File: src/rtl/regcmd_pkg.sv
package regcmd_pkg;
  localparam int WORD_W = 32;
  localparam int OFS_W  = 20;
  localparam int BE_W   = 4;
  localparam int OP_LSB = 24;
  localparam int BE_LSB = 20;

  typedef enum logic [7:0] {
    OP_NOP     = 8'h00,
    OP_WRITE   = 8'h01,
    OP_WAIT_US = 8'h02,
    OP_WAIT_VB = 8'h04,
    OP_IRQ     = 8'h07,
    OP_IDX     = 8'h09
  } op_t;

  typedef enum logic [2:0] {
    ST_LO, ST_HI, ST_WR, ST_IDX, ST_PAD, ST_WAIT
  } st_t;
endpackage

File: src/rtl/regcmd_wr_slot.sv
module regcmd_wr_slot
  import regcmd_pkg::*;
(
  input  logic             clk,
  input  logic             rst_n,
  input  logic             load,
  input  logic [OFS_W-1:0] ld_addr,
  input  logic [WORD_W-1:0] ld_data,
  input  logic [BE_W-1:0]  ld_be,
  output logic             wr_valid,
  input  logic             wr_ready,
  output logic [OFS_W-1:0] wr_addr,
  output logic [WORD_W-1:0] wr_data,
  output logic [BE_W-1:0]  wr_be
);
  always_ff @(posedge clk) begin
    if (!rst_n) begin
      wr_valid <= 1'b0;
      wr_addr  <= '0;
      wr_data  <= '0;
      wr_be    <= '0;
    end else if (load) begin
      wr_valid <= 1'b1;
      wr_addr  <= ld_addr;
      wr_data  <= ld_data;
      wr_be    <= ld_be;
    end else if (wr_valid && wr_ready) begin
      wr_valid <= 1'b0;
    end
  end
endmodule

File: src/rtl/regcmd_timer.sv
module regcmd_timer #(
  parameter int CNT_W = 16
) (
  input  logic             clk,
  input  logic             rst_n,
  input  logic             load,
  input  logic [CNT_W-1:0] load_val,
  input  logic             load_vb,
  input  logic             us_tick,
  input  logic             vblank_pulse,
  output logic             expire
);
  localparam logic [CNT_W-1:0] ONE = CNT_W'(1);

  logic [CNT_W-1:0] cnt_q;
  logic             active_q;
  logic             vb_q;
  logic             evt;

  assign evt    = active_q && (vb_q ? vblank_pulse : us_tick);
  assign expire = evt && (cnt_q == ONE);

  always_ff @(posedge clk) begin
    if (!rst_n) begin
      cnt_q    <= '0;
      active_q <= 1'b0;
      vb_q     <= 1'b0;
    end else if (load) begin
      cnt_q    <= load_val;
      active_q <= 1'b1;
      vb_q     <= load_vb;
    end else if (evt) begin
      cnt_q <= cnt_q - ONE;
      if (cnt_q == ONE) active_q <= 1'b0;
    end
  end
endmodule

File: src/rtl/regcmd_flags.sv
module regcmd_flags #(
  parameter int N = 2
) (
  input  logic         clk,
  input  logic         rst_n,
  input  logic [N-1:0] set,
  input  logic [N-1:0] clr,
  output logic [N-1:0] q
);
  for (genvar i = 0; i < N; i++) begin : g_flag
    always_ff @(posedge clk) begin
      if (!rst_n)      q[i] <= 1'b0;
      else if (set[i]) q[i] <= 1'b1;
      else if (clr[i]) q[i] <= 1'b0;
    end
  end
endmodule

File: src/rtl/regcmd_exec.sv
module regcmd_exec
  import regcmd_pkg::*;
#(
  parameter int CNT_W = 16
) (
  input  logic              clk,
  input  logic              rst_n,
  input  logic              in_valid,
  output logic              in_ready,
  input  logic [WORD_W-1:0] in_word,
  output logic              wr_valid,
  input  logic              wr_ready,
  output logic [OFS_W-1:0]  wr_addr,
  output logic [WORD_W-1:0] wr_data,
  output logic [BE_W-1:0]   wr_be,
  input  logic              us_tick,
  input  logic              vblank_pulse,
  input  logic              irq_clr,
  input  logic              err_clr,
  output logic              prog_irq,
  output logic              err_flag,
  output logic              busy
);
  localparam logic [BE_W-1:0] BE_ALL = '1;

  st_t               st;
  logic [WORD_W-1:0] lo_q;
  logic [CNT_W-1:0]  rem_q;
  logic              odd_q;
  logic [OFS_W-1:0]  idx_ofs_q;

  logic              acc, hi_acc;
  logic [7:0]        op;
  logic              op_known;
  logic [CNT_W-1:0]  lo_cnt;
  logic              lo_zero;
  logic              wr_load;
  logic [OFS_W-1:0]  ld_addr;
  logic [WORD_W-1:0] ld_data;
  logic [BE_W-1:0]   ld_be;
  logic              tmr_load, tmr_expire;
  logic              idx_done;
  logic [1:0]        flag_set, flag_clr, flag_q;

  assign op      = in_word[WORD_W-1:OP_LSB];
  assign acc     = in_valid && in_ready;
  assign hi_acc  = acc && (st == ST_HI);
  assign lo_cnt  = lo_q[CNT_W-1:0];
  assign lo_zero = (lo_cnt == '0);

  always_comb begin
    case (op)
      OP_NOP, OP_WRITE, OP_WAIT_US, OP_WAIT_VB, OP_IRQ, OP_IDX: op_known = 1'b1;
      default: op_known = 1'b0;
    endcase
  end

  always_comb begin
    case (st)
      ST_LO, ST_HI, ST_PAD: in_ready = 1'b1;
      ST_IDX:               in_ready = (rem_q != '0) && !wr_valid;
      default:              in_ready = 1'b0;
    endcase
  end

  // write slot feed: plain write from the decoded pair, or one indexed data word
  assign wr_load = (hi_acc && op == OP_WRITE) || (acc && st == ST_IDX);
  assign ld_addr = (st == ST_HI) ? in_word[OFS_W-1:0] : idx_ofs_q;
  assign ld_data = (st == ST_HI) ? lo_q : in_word;
  assign ld_be   = (st == ST_HI) ? in_word[BE_LSB+BE_W-1:BE_LSB] : BE_ALL;

  regcmd_wr_slot u_slot (
    .clk      (clk),
    .rst_n    (rst_n),
    .load     (wr_load),
    .ld_addr  (ld_addr),
    .ld_data  (ld_data),
    .ld_be    (ld_be),
    .wr_valid (wr_valid),
    .wr_ready (wr_ready),
    .wr_addr  (wr_addr),
    .wr_data  (wr_data),
    .wr_be    (wr_be)
  );

  assign tmr_load = hi_acc && (op == OP_WAIT_US || op == OP_WAIT_VB) && !lo_zero;

  regcmd_timer #(.CNT_W(CNT_W)) u_timer (
    .clk          (clk),
    .rst_n        (rst_n),
    .load         (tmr_load),
    .load_val     (lo_cnt),
    .load_vb      (op == OP_WAIT_VB),
    .us_tick      (us_tick),
    .vblank_pulse (vblank_pulse),
    .expire       (tmr_expire)
  );

  assign flag_set = {hi_acc && !op_known, hi_acc && op == OP_IRQ};
  assign flag_clr = {err_clr, irq_clr};

  regcmd_flags #(.N(2)) u_flags (
    .clk   (clk),
    .rst_n (rst_n),
    .set   (flag_set),
    .clr   (flag_clr),
    .q     (flag_q)
  );

  assign prog_irq = flag_q[0];
  assign err_flag = flag_q[1];

  assign idx_done = (rem_q == '0) && (!wr_valid || wr_ready);

  always_ff @(posedge clk) begin
    if (!rst_n) begin
      st        <= ST_LO;
      lo_q      <= '0;
      rem_q     <= '0;
      odd_q     <= 1'b0;
      idx_ofs_q <= '0;
    end else begin
      case (st)
        ST_LO: if (acc) begin
          lo_q <= in_word;
          st   <= ST_HI;
        end
        ST_HI: if (acc) begin
          case (op)
            OP_WRITE: st <= ST_WR;
            OP_WAIT_US, OP_WAIT_VB: st <= lo_zero ? ST_LO : ST_WAIT;
            OP_IDX: begin
              rem_q     <= lo_cnt;
              odd_q     <= lo_cnt[0];
              idx_ofs_q <= in_word[OFS_W-1:0];
              st        <= lo_zero ? ST_LO : ST_IDX;
            end
            default: st <= ST_LO;
          endcase
        end
        ST_WR: if (wr_valid && wr_ready) st <= ST_LO;
        ST_IDX: begin
          if (acc) rem_q <= rem_q - CNT_W'(1);
          else if (idx_done) st <= odd_q ? ST_PAD : ST_LO;
        end
        ST_PAD:  if (acc) st <= ST_LO;
        ST_WAIT: if (tmr_expire) st <= ST_LO;
        default: st <= ST_LO;
      endcase
    end
  end

  assign busy = (st != ST_LO);
endmodule

File: config.mk
export PLATFORM = sky130hd
export DESIGN_NAME = regcmd_exec
export DESIGN_NICKNAME = d
export VERILOG_FILES = /design/src/rtl/regcmd_pkg.sv /design/src/rtl/regcmd_wr_slot.sv /design/src/rtl/regcmd_timer.sv /design/src/rtl/regcmd_flags.sv /design/src/rtl/regcmd_exec.sv
export SDC_FILE = /design/constraint.sdc
export NUM_CORES = 1
export LEC_CHECK = 0
export BUFFER_PORTS_ARGS = -buffer_cell sky130_fd_sc_hd__clkbuf_2
export CORE_MARGIN = 2
export CORE_UTILIZATION = 40
export DETAILED_ROUTE_END_ITERATION = 12
export HOLD_SLACK_MARGIN = 0.03
export SLEW_MARGIN = 20
export SYNTH_ARGS = -nofsm -noshare
export SYNTH_HDL_FRONTEND = slang
export SYNTH_SLANG_ARGS = --single-unit
File: constraint.sdc
create_clock -name clk -period 3.6 [get_ports clk]
set_input_delay 0.36 -clock clk [delete_from_list [all_inputs] [get_ports clk]]
set_output_delay 0.36 -clock clk [all_outputs]
set_load 0.005 [all_outputs]
; ---- After elaboration in Yosys (flattened, before gate mapping)
; Index checks and enable logic that the tools add are counted.
[op_classes]
add_sub_neg = 2
n_eq_ne = 20
mux = 33
n_reduce_logical = 39
[op_table]
columns = op, n
row1 = 16-bit two-way mux, 5
row2 = 16-bit logical NOT, 2
row3 = 32-bit two-way mux, 1
row4 = 16-bit one-hot mux with 2 select lines, 1
row5 = 16-bit by 1-bit subtractor with 16-bit output (second input constant), 2
row6 = 3-bit two-way mux, 9
row7 = 20-bit two-way mux, 1
row8 = 3-bit one-hot mux with 6 select lines, 1
row9 = 16-bit by 1-bit == test with 1-bit output (second input constant), 1
row10 = 8-bit by 3-bit == test with 1-bit output (second input constant), 2
row11 = 2-bit inequality test (second input constant), 8
row12 = 16-bit nonzero test, 1
row13 = 1-bit logical AND, 13
row14 = 2-bit nonzero test, 6
row15 = 1-bit two-way mux, 11
row16 = 3-bit one-hot mux with 3 select lines, 1
row17 = 8-bit by 1-bit == test with 1-bit output (second input constant), 1
row18 = 8-bit by 2-bit == test with 1-bit output (second input constant), 1
row19 = 8-bit by 4-bit == test with 1-bit output (second input constant), 1
row20 = 8-bit logical NOT, 1
row21 = 7-bit AND reduction, 1
row22 = 3-bit by 2-bit == test with 1-bit output (second input constant), 2
row23 = 3-bit == test (second input constant), 2
row24 = 6-bit OR reduction, 1
row25 = 14 further kinds, 19
[totals]
register_bits = 149
input_bits = 40
output_inout_bits = 61
wordCells = 108

; ---- Depth between registers and ports, before layout
[depth]
word_depth = 9
mapped_depth = 9
mapped_depth_nobuf = 7

; ---- Hierarchy
; From an unflattened synthesis, not the netlist that was laid out.
[hier_totals]
hier_cells = 799
area_unflattened_um2 = 7333.3
[by_module_without_submodules]
columns = module, instances, cells_per_inst, area_per_inst_um2, seq_area_each_um2
row1 = regcmd_exec, 1, 497, 4108.9, 1441.4
row2 = regcmd_wr_slot, 1, 184, 2192.1, 1141.1
row3 = regcmd_timer, 1, 112, 949.7, 360.3
row4 = regcmd_flags, 1, 6, 82.6, 40.0

; ---- Least setup slack after synthesis
; No wires, ideal clock.
[synth_path]
path_kind = reg-to-reg
from = register rem_q[0]
to = register st[1]
setup_time_ps = 72
t_arrival_ps = 2288
required_time_ps = 3528
slack_ps = 1240
path_stages_with_launch = 8
n_path_buf = 0
period_less_slack_ps = 2360
path_cell_list = dfxtp_1 > inv_1 > ha_1 > or4b_1 > or4_1 > a211oi_1 > o31a_2 > mux2i_1
[synth_between]
elab_chain_len = 6
elab_cells_between_ends = 12
cone_classes = eq/ne (5) / mux (1) / reduce/logical (6)
[synth_lines]
columns = item, line
row1 = "start, declared", regcmd_exec.sv:28  ; logic [CNT_W-1:0] rem_q;
row2 = "start signal, assigned", regcmd_exec.sv:133  ; rem_q <= lo_cnt;
row3 = "start signal, assigned", regcmd_exec.sv:143  ; if (acc) rem_q <= rem_q - CNT_W'(1);
row4 = 16-bit nonzero test, regcmd_exec.sv:61  ; ST_IDX: in_ready = (rem_q != '0) && !wr_valid;
row5 = 1-bit logical AND, regcmd_exec.sv:61
row6 = 1-bit one-hot mux with 2 select lines, regcmd_exec.sv:59  ; case (st)
row7 = 1-bit logical AND, regcmd_exec.sv:46  ; assign acc = in_valid && in_ready;
row8 = 2-bit inequality test (no source line), -
row9 = 7-bit AND reduction (no source line) (*), -
row10 = "end signal, assigned", regcmd_exec.sv:131  ; OP_WAIT_US, OP_WAIT_VB: st <= lo_zero ? ST_LO : ST_WAIT;
row11 = "end signal, assigned", regcmd_exec.sv:136  ; st <= lo_zero ? ST_LO : ST_IDX;
row12 = "end signal, assigned", regcmd_exec.sv:144  ; else if (idx_done) st <= odd_q ? ST_PAD : ST_LO;
row13 = "end, declared", regcmd_exec.sv:26  ; st_t st;
; Every way passes the cells marked *; elsewhere a longest branch is shown, timed or not.
; A chain may end at the register's enable or synchronous reset.

; ---- Final worst setup path
[layout_path]
from = register rem_q[0]
to = output in_ready
[layout_between]
elab_chain_len = 3
[layout_lines]
columns = item, line
row1 = 16-bit nonzero test, regcmd_exec.sv:61
row2 = 1-bit logical AND, regcmd_exec.sv:61
row3 = 1-bit one-hot mux with 2 select lines, regcmd_exec.sv:59
row4 = "end, declared", regcmd_exec.sv:9  ; output logic in_ready,
; Every way passes these cells.

==> reports/summary.txt <==
status: complete, no violations
largest net degree at the start of global routing: 58
HP Class: input pin to flip-flop
max_cap viols: 0
Post-Layout Cell Count: 1147
Fin Clk Skew: 0.00990 ns
Placed Instances: 1119
#FFs+latches synth: 149
uppermost layer routed: met4
first-pass GRT wire length: 30.7 mm
distinct cell type count after synthesis: 61
RSZ-0062 raised after global routing: no
Mapped Nets: 898
post-synthesis compound-gate area fraction: 21.1%
Pint: 2.82 mW
Row Count: 47
DR WL/cell: 16.7 µm
hold_buf cts: 0
Async S/R FF share, synth: 0%
Iteration-0 DRC Markers: 464
Comb power frac: 7.1%
Post-Synth Simple-Gate Area: 26.5%
post-synthesis mux area share: 0.919%
grt ovf: 0
Startpoint Class: flip-flop
CP Class: flip-flop to output pin
sequential share of power: 46.3%
ANT nets after route: 0
Fillers: 1650
Net Switching: 0.870 mW
initial antenna violation count: 0
DIE AREA: 18100 µm²
Root Driver: clkbuf_16
syn_area_per_cell: 7.96 µm²
Synth area leader: dfxtp_1
CTS tree: built
metal3 WL: 1.09 mm
Seq/Total Area, Yosys: 43.8%
Setup Buffers After CTS: 0
total wire length: 19.1 mm
most frequent cells in the layout: nand2_1, dfxtp_1, clkbuf_2, nor2_1, nand3_1
post-synthesis xor/xnor area fraction: 2.06%
clk sinks: 149
IO buf count: 100
data required time at the worst endpoint: 3.24 ns
met1 WL: 8.96 mm
crit path DAT: 2.58 ns
relative slew slack: 46.0%
WHS Path Cells: 3
leakage: 2.98 nW
largest cells by area after synthesis: dfxtp_1, nand2_1, a311oi_1
Area Overhead vs Synth: 17.9%
Starting Density: 41.1%
Reg2Reg Capture Point: u_timer.cnt_q[15]$_SDFFE_PN0P_
diodes inserted: 0
fin util: 48.4%
clock power share: 46.5%
reg2reg start: rem_q[0]$_SDFFE_PN0P_
num ports: 101
Slew Viols, Final: 0
hold path startpoint: in_word[21]
Die H: 134 µm
Slew @ Worst Pin: 0.810 ns
met2 wire len: 8.75 mm
Num CTS Buffers: 17
Post-Synth Adder-Cell Area: 0.551%
vias in the first global route: 5802
Via density: 5.54
total power: 3.69 mW
Residual DRC: 0
Yosys top cell area share: 43.8%
Switching Share: 23.6%
1st-pass router iterations: 5
Fmax: 340 MHz
period utilization: 81.6%
die width: 134 µm
Worst Path Max Fanout: 6
maximum VDD drop: 369 µV
CP Capture Type: output pin
Main synth FF type: dfxtp_1
endpoints failing setup: 0
Hold EP: lo_q[21]$_SDFFE_PN0P_
NumNets Final: 961
R2R setup slack: 0.90 ns
Clock transition at path regs: 0.06 ns
Post-Syn Area: 6810 µm²
routability-driven placement congestion ratio: 0.862
CTS Buffer Depth: 2
power density over the cells: 459 nW/µm²
post-CTS sizing: 0
Post-Route Setup TNS: 0 ns
largest family of logic cells by synthesized area: simple AND/OR/NAND/NOR gates
min cycle time layout: 2.94 ns
synth warn: 0
clk_lat worst skew: 0.42 ns
Cells after Synth: 855
DR vias: 6356
layout cells sized above 1: 17.5%
commonest non-fill, non-tap cell in the layout: nand2_1
HPWL Detailed: 12.8 mm
CTS H-Tree Depth: 4
Placeable Area: 16600 µm²
r2r worst-path depth: 8
EDFF count, synth: 0
Fin. Hold Viols: 0
GRT Total Usage: 21.3%
==> routing by layer <==
layer  global-route usage (%)  vias to the layer above
met3                     4.88                       24
li1                         -                     3199
met2                     34.0                      173
met5                        0                        -
met4                     7.02                        0
met1                     28.7                     2960
==> cell families (layout without fill, tap and decap cells) <==
| kind of cell | after synthesis | in the layout |
|---|---|---|
| muxes | 6 | 6 |
| DFF | 149 | 149 |
| buffers and inverters | 81 | 153 |
| and+or+nand+nor | 391 | 391 |
| AOI/OAI and AO/OA | 209 | 209 |
| adders and majority gates | 3 | 3 |
| xor gates and xnor gates | 16 | 16 |
==> cell usage after synthesis, drive strengths merged (8+ instances only) <==
cell type / number
a211oi: 9
a21oi: 38
a22oi: 10
a311oi: 52
buf: 21
clkbuf: 52
dfxtp: 149
inv: 8
nand2: 179
nand3: 59
nor2: 80
nor3: 8
nor4: 14
o211ai: 12
o21ai: 66
or4: 11
xor2: 11
==> through the flow <==
stage | cell area, µm² | hold slack, ns | worst slack [ns]
finish | 8030 | 0.205 | 0.662
global route | 8030 | 0.197 | 0.544
CTS | 8030 | 0.190 | 0.668
detailed placement | 7470 | 0.448 | 0.893
global placement | 7470 | 0.444 | 1.00
floorplan | 6810 | 0.437 | 1.24
==> registers in the layout (all words and copies together), names as in the netlist <==
name / count
st: 3
u_timer.active_q: 1
u_slot.wr_data: 32
u_slot.wr_valid: 1
odd_q: 1
u_timer.cnt_q: 16
idx_ofs_q: 20
rem_q: 16
u_slot.wr_addr: 20
u_timer.vb_q: 1
u_slot.wr_be: 4
lo_q: 32
u_flags.q: 2
==> final cells by class <==
class / instances / area [µm²] / area share (%)
Inverter: 8 / 30.0 / 0.374
Tap cell: 220 / 275 / 3.43
Clock inverter: 4 / 73.8 / 0.920
Clock buffer: 24 / 482 / 6.00
Timing Repair Buffer: 117 / 681 / 8.48
Sequential cell: 149 / 2980 / 37.2
Multi-Input combinational cell: 625 / 3500 / 43.6
==> worst max path at each step <==
stage                                      from                             end  cells past startpoint
after CTS                 rem_q[0]$_SDFFE_PN0P_                        in_ready                      6
after global placement    rem_q[0]$_SDFFE_PN0P_  u_timer.cnt_q[13]$_SDFFE_PN0P_                      8
after detailed placement  rem_q[0]$_SDFFE_PN0P_  u_timer.cnt_q[15]$_SDFFE_PN0P_                      8
final                     rem_q[0]$_SDFFE_PN0P_                        in_ready                      6
after global routing      rem_q[0]$_SDFFE_PN0P_                        in_ready                      6
after floorplan           rem_q[0]$_SDFFE_PN0P_              st[1]$_SDFFE_PN0P_                      7
==> critical path, cell delays in order (launching register included) <==
cell and delay (ns):
dfxtp_1 0.35, inv_1 0.09, ha_1 0.19, or4b_1 0.57
or4_1 0.61, a21o_1 0.23, clkbuf_2 0.11
==> power groups by stage <==
stage | logic (mW) | clock network, mW | registers (mW)
after floorplan | 0.171 | 0 | 1.73
after global placement | 0.262 | 0 | 1.74
after detailed placement | 0.264 | 0 | 1.74
after CTS | 0.265 | 1.74 | 1.71
after global routing | 0.293 | 1.82 | 1.71
final | 0.262 | 1.72 | 1.71
Note: power is estimated with default switching activity, not from simulation.
